File: src/rtl/cssp_pkg.sv
`timescale 1ns/1ps
package cssp_pkg;
   typedef enum logic [1:0] {
      ST_CONV  = 2'd0,
      ST_SLEEP = 2'd1,
      ST_DATA  = 2'd2
   } cssp_state_e;
endpackage

File: src/rtl/cssp_sync.sv
`timescale 1ns/1ps
// Multi-flop synchronizer with one extra flop holding the previous level.
module cssp_sync #(
   parameter int   STAGES  = 2,
   parameter logic RST_VAL = 1'b0
) (
   input  logic clk,
   input  logic rst_n,
   input  logic d_i,
   output logic lvl_o,
   output logic prev_o
);
   localparam int PIPE_W = STAGES + 1;

   generate
      if (STAGES < 2) begin : g_bad_stages
         $error("cssp_sync: STAGES must be at least 2");
      end
   endgenerate

   logic [PIPE_W-1:0] pipe_q;

   always_ff @(posedge clk or negedge rst_n) begin
      if (!rst_n) pipe_q <= {PIPE_W{RST_VAL}};
      else        pipe_q <= {pipe_q[PIPE_W-2:0], d_i};
   end

   assign lvl_o  = pipe_q[STAGES-1];
   assign prev_o = pipe_q[STAGES];
endmodule

File: src/rtl/cssp_timer.sv
`timescale 1ns/1ps
// Conversion duration counter.
module cssp_timer #(
   parameter int CYCLES = 400
) (
   input  logic clk,
   input  logic rst_n,
   input  logic en_i,
   output logic done_o
);
   localparam int TW = $clog2(CYCLES + 1);

   generate
      if (CYCLES < 2) begin : g_bad_cycles
         $error("cssp_timer: CYCLES must be at least 2");
      end
   endgenerate

   logic [TW-1:0] cnt_q;

   assign done_o = en_i && (cnt_q == TW'(CYCLES - 1));

   always_ff @(posedge clk or negedge rst_n) begin
      if (!rst_n)      cnt_q <= '0;
      else if (done_o) cnt_q <= '0;
      else if (en_i)   cnt_q <= cnt_q + 1'b1;
   end
endmodule

File: src/rtl/cssp_shifter.sv
`timescale 1ns/1ps
// Holding shift register with bit-position counter.
module cssp_shifter #(
   parameter int WORD_W = 19,
   parameter int CNT_W  = $clog2(WORD_W)
) (
   input  logic              clk,
   input  logic              rst_n,
   input  logic              load_i,
   input  logic [WORD_W-1:0] load_val_i,
   input  logic              shift_i,
   input  logic              clr_i,
   output logic              msb_o,
   output logic              last_o,
   output logic [CNT_W-1:0]  cnt_o,
   output logic [WORD_W-1:0] word_o
);
   generate
      if (WORD_W < 2) begin : g_bad_width
         $error("cssp_shifter: WORD_W must be at least 2");
      end
   endgenerate

   logic [WORD_W-1:0] word_q;
   logic [CNT_W-1:0]  cnt_q;

   always_ff @(posedge clk or negedge rst_n) begin
      if (!rst_n) begin
         word_q <= '0;
         cnt_q  <= '0;
      end else if (load_i) begin
         word_q <= load_val_i;
         cnt_q  <= '0;
      end else if (clr_i) begin
         cnt_q  <= '0;
      end else if (shift_i) begin
         word_q <= {word_q[WORD_W-2:0], 1'b0};
         cnt_q  <= cnt_q + 1'b1;
      end
   end

   assign msb_o  = word_q[WORD_W-1];
   assign last_o = (cnt_q == CNT_W'(WORD_W - 1));
   assign cnt_o  = cnt_q;
   assign word_o = word_q;
endmodule

File: src/rtl/conv_serial_port.sv
`timescale 1ns/1ps
module conv_serial_port
   import cssp_pkg::*;
#(
   parameter int MAG_W       = 16,
   parameter int CONV_CYCLES = 400,
   parameter int SYNC_STAGES = 2
) (
   input  logic           clk,
   input  logic           rst_n,
   input  logic           csn_i,
   input  logic           sclk_i,
   input  logic [MAG_W:0] result_i,
   output logic           sdo_o,
   output logic           sdo_oe_o
);
   localparam int WORD_W = MAG_W + 3;
   localparam int CNT_W  = $clog2(WORD_W);

   generate
      if (MAG_W < 1) begin : g_bad_mag
         $error("conv_serial_port: MAG_W must be at least 1");
      end
   endgenerate

   logic cs_lvl, cs_prev, sk_lvl, sk_prev;
   logic cs_rise, sk_rise, sk_fall, sel;
   logic tmr_en, tmr_done;
   logic ld, sh, clr, word_msb, last_bit;
   logic [CNT_W-1:0]  bit_cnt;
   logic [WORD_W-1:0] word;
   cssp_state_e state_q, state_nx;

   cssp_sync #(.STAGES(SYNC_STAGES), .RST_VAL(1'b1)) u_cs_sync (
      .clk(clk), .rst_n(rst_n), .d_i(csn_i), .lvl_o(cs_lvl), .prev_o(cs_prev));

   cssp_sync #(.STAGES(SYNC_STAGES), .RST_VAL(1'b0)) u_sk_sync (
      .clk(clk), .rst_n(rst_n), .d_i(sclk_i), .lvl_o(sk_lvl), .prev_o(sk_prev));

   assign sel     = ~cs_lvl;
   assign cs_rise = cs_lvl & ~cs_prev;
   assign sk_rise = sk_lvl & ~sk_prev;
   assign sk_fall = ~sk_lvl & sk_prev;

   cssp_timer #(.CYCLES(CONV_CYCLES)) u_timer (
      .clk(clk), .rst_n(rst_n), .en_i(tmr_en), .done_o(tmr_done));

   cssp_shifter #(.WORD_W(WORD_W), .CNT_W(CNT_W)) u_shifter (
      .clk(clk), .rst_n(rst_n), .load_i(ld),
      .load_val_i({2'b00, result_i}), .shift_i(sh), .clr_i(clr),
      .msb_o(word_msb), .last_o(last_bit), .cnt_o(bit_cnt), .word_o(word));

   always_comb begin
      state_nx = state_q;
      tmr_en   = 1'b0;
      ld       = 1'b0;
      sh       = 1'b0;
      clr      = 1'b0;
      unique case (state_q)
         ST_CONV: begin
            tmr_en = 1'b1;
            if (tmr_done) begin
               ld       = 1'b1;
               state_nx = ST_SLEEP;
            end
         end
         ST_SLEEP: begin
            if (sel && sk_rise) state_nx = ST_DATA;
         end
         ST_DATA: begin
            if (cs_rise) begin
               clr      = 1'b1;
               state_nx = ST_CONV;
            end else if (sel && sk_fall) begin
               if (last_bit) begin
                  clr      = 1'b1;
                  state_nx = ST_CONV;
               end else begin
                  sh = 1'b1;
               end
            end
         end
         default: state_nx = ST_CONV;
      endcase
   end

   always_ff @(posedge clk or negedge rst_n) begin
      if (!rst_n) state_q <= ST_CONV;
      else        state_q <= state_nx;
   end

   assign sdo_oe_o = sel;
   assign sdo_o    = sel & ((state_q == ST_CONV) | word_msb);
endmodule

File: config.mk
export PLATFORM = sky130hd
export DESIGN_NAME = conv_serial_port
export DESIGN_NICKNAME = d
export VERILOG_FILES = /design/src/rtl/cssp_pkg.sv /design/src/rtl/cssp_sync.sv /design/src/rtl/cssp_timer.sv /design/src/rtl/cssp_shifter.sv /design/src/rtl/conv_serial_port.sv
export SDC_FILE = /design/constraint.sdc
export NUM_CORES = 1
export LEC_CHECK = 0
export BUFFER_PORTS_ARGS = -buffer_cell sky130_fd_sc_hd__buf_2
export CAP_MARGIN = 20
export CORE_MARGIN = 2
export CORE_UTILIZATION = 50
export CTS_BUF_LIST = sky130_fd_sc_hd__clkbuf_4 sky130_fd_sc_hd__clkbuf_8
export DETAILED_ROUTE_END_ITERATION = 8
export GPL_TIMING_DRIVEN = 0
export MAX_ROUTING_LAYER = met4
export PLACE_DENSITY = 0.7
export SYNTH_ARGS = -nofsm -noshare
export SYNTH_HDL_FRONTEND = slang
export SYNTH_SLANG_ARGS = --single-unit
File: constraint.sdc
create_clock -name clk -period 2.7 [get_ports clk]
set_input_delay 0.405 -clock clk [delete_from_list [all_inputs] [get_ports clk]]
set_output_delay 0.405 -clock clk [all_outputs]
set_load 0.01 [all_outputs]
==> impl_metrics.tcl <==
set metrics [dict create \
    ctsHoldBuffers 0 \
    cp_cell_sequence "ha_1 -> nor3b_2 -> nand4_4 -> buf_6 -> mux2_4 -> mux2_4" \
    finClkSkew_ns 0.00782 \
    wl_per_cell_um 15.6 \
    cts_tree "done" \
    syn_area_um2 2140 \
    period_share 0.793 \
    setup_viol 0 \
    crit_path_max_incr_delay_ns 0.47 \
    antenna_found_initial 0 \
    ys_top_cells_by_count "dfrtp_1, mux2_4, mux2_2" \
    ir_drop_uv 420 \
    hold_path.class "in -> reg" \
    grt_max_degree 42 \
    rr_startpoint "u_timer.cnt_q[0]$_DFFE_PN0P_" \
    slew_violations 0 \
    cts_max_level 2 \
    multi_input_area_um2 1030 \
    cts_inserted_buffers 5 \
    synth_edf_count 0 \
    criticalPathCategory "reg -> reg" \
    ant_nets 0 \
    netlist_instances 163 \
    maxCapViolCount 0 \
    max_slew_margin 0.407 \
    final_net_count 216 \
    drive_gt1_frac 0.415 \
    grtUsageTotal 0.177 \
    rows 23 \
    synthDistinctLibCells 45 \
    grt_pass1_wl_mm 6.62 \
    period_needed_ns 2.14 \
    power_leakage_nw 1.19 \
    hp-start "csn_i" \
    die_x_um 69.5 \
    vias 1334 \
    ys_seq_elements 41 \
    grt-ovfl-total 0 \
    yosys.area.top_type "dfrtp_1" \
    startpoint "u_timer.cnt_q[0]$_DFFE_PN0P_" \
    synth_xor_area_frac 0.0245 \
    worstPathMaxFanout 10 \
    synth_compound_area_frac 0.0607 \
    avgSynthCellArea_um2 13.2 \
    dr.pass1.iters 4 \
    yosysWarnings 0 \
    cp.arrival_ns 2.32 \
    dieArea_um2 4830 \
    tns_ns 0 \
    max_freq_mhz 467 \
    fp.dieH_um 69.5 \
    hold_slack_ns 0.212 \
    clock_path_buffers 2 \
    synth_top_area_frac 0.443 \
    initial_utilization 0.529 \
    antenna_cells_inserted 0 \
    synth_flop_cell "dfrtp_1" \
    yosysSeqAreaShare 0.480 \
    synth_top_family_by_area "multiplexers" \
    port_buffers 22 \
    areaGrowthSynthToFinish_pct 13.7 \
    finalHoldViolCount 0 \
    cts_root_buffer "clkbuf_8" \
    cts_sinks 41 \
    ctsResizeCount 0 \
    status "completed" \
    postCtsSetupBuffers 0 \
    syn_nets 187 \
    ioPinCount 23 \
    avgViaCountPerCell 5.49 \
    crit_required_ns 2.88 \
    gp_congestion 0.788 \
    end_kind "register" \
    cpMostUsedCell "mux2_4" \
    worst_path_max_delay_cell "nor3b_2" \
    worst_pin_slew_ns 0.889 \
    rsz0062_at_grt "false" \
    synthMuxAreaShare 0.232 \
    start_kind "register" \
    synthTopCellsByArea "dfrtp_1, mux2_4, mux2_2" \
    dp_hpwl_mm 2.71 \
    fill_cells 333 \
    ff_latch_area_um2 1030 \
    p_per_area_nw_per_um2 481 \
    synth-simple-area-share 0.144 \
    synth_adder_area_share 0.0175 \
    clkTransAtPathRegs_ns 0.08 \
    post-synth-top-count-cell "dfrtp_1" \
    drc 0 \
    clk_latency_ns 0.29 \
    grt_pass1_vias 1425 \
    wirelength_mm 3.78 \
    drtIter0Drc 49 \
    core_region_area_um2 4060 \
    async_flop_share 1.00 \
]
-- cells in the final DEF, fill, tap and decap left out, drive strengths merged, types with 2 or more instances in the layout --
| cell | synthesis | layout |
|---|---|---|
| nor3 | 2 | 2 |
| dfstp | 3 | 3 |
| nand3 | 3 | 3 |
| inv | 7 | 7 |
| ha | 3 | 3 |
| nand2 | 7 | 7 |
| nor3b | 3 | 3 |
| dfrtp | 38 | 38 |
| nand4 | 7 | 7 |
| a21o | 2 | 2 |
| nand2b | 3 | 3 |
| o21ai | 7 | 7 |
| a22o | 2 | 2 |
| xnor2 | 5 | 5 |
| mux2i | 4 | 4 |
| and3 | 2 | 2 |
| nor2 | 5 | 5 |
| buf | 4 | 26 |
| clkbuf | 2 | 9 |
| and2 | 5 | 5 |
| mux2 | 33 | 33 |
-- path summary, 6_finish.rpt --
path                                                    end  slack [ns]  depth (start not counted)
max in group asynchronous      u_timer.cnt_q[2]$_DFFE_PN0P_        1.91                          1
hold reg to reg               u_sk_sync.pipe_q[1]$_DFF_PN0_        0.36                          0
hold / removal                u_cs_sync.pipe_q[0]$_DFF_PN1_        0.21                          1
min in group asynchronous   u_shifter.word_o[5]$_DFFE_PN0P_        0.23                          1
setup / recovery           u_shifter.word_o[11]$_DFFE_PN0P_        0.56                          6
setup reg to reg           u_shifter.word_o[11]$_DFFE_PN0P_        0.56                          6
-- power by group --
group          total (mW)  internal (mW)  switching [mW]  leakage (nW)
clock               0.515          0.311           0.204        0.0619
combinational      0.0332         0.0140          0.0192         0.597
sequential          0.623          0.620         0.00293         0.536
-- final cells by class --
class,count,area share
plain buffers,6,0.0257
well taps,50,0.0257
inverters,7,0.0108
multi-input cells,109,0.421
clock inverters,1,0.0123
flip-flops and latches,41,0.422
repair buffers,22,0.0452
clock buffers,7,0.0370
-- routing by layer --
| layer | track usage | share of wire | vias up |
|---|---|---|---|
| li1 | - | - | 643 |
| met1 | 0.215 | 0.47 | 661 |
| met5 | - | 0 | - |
| met4 | 0.0523 | 0.013 | 0 |
| met2 | 0.297 | 0.49 | 23 |
| met3 | 0.0392 | 0.031 | 7 |
-- sequential cells by signal, indices dropped and copies added, names as in the netlist --
signal and flops:
u_sk_sync.pipe_q 3, u_shifter.word_o 19, u_cs_sync.pipe_q 3, state_q 2, u_timer.cnt_q 9, u_shifter.cnt_o 5
-- per-stage QoR --
step           power [mW]  worst slack (ns)  area [um2]   util  instances
6_report             1.17             0.559        2440  0.601        243
5_1_grt              1.22             0.466        2440  0.601        243
3_5_place_dp        0.670             0.580        2320  0.571        235
4_1_cts              1.19             0.566        2440  0.601        243
2_1_floorplan       0.640             0.787        2140      -        163
3_3_place_gp        0.668             0.604        2320  0.571        235
-- worst max-delay path, delay by kind of cell (launching register included) --
kind	cells	cell delay, ns
buf+inv	1	0.21
flops	1	0.38
mux	2	0.56
simple gates	2	0.68
fa+ha+maj	1	0.18
-- cells by family after synthesis --
family	count (synthesis)
fa+ha+maj	3
flops	41
compound gates	19
buf+inv	13
simple gates	44
mux	37
xor+xnor	6
(Power assumes the default switching activity.)
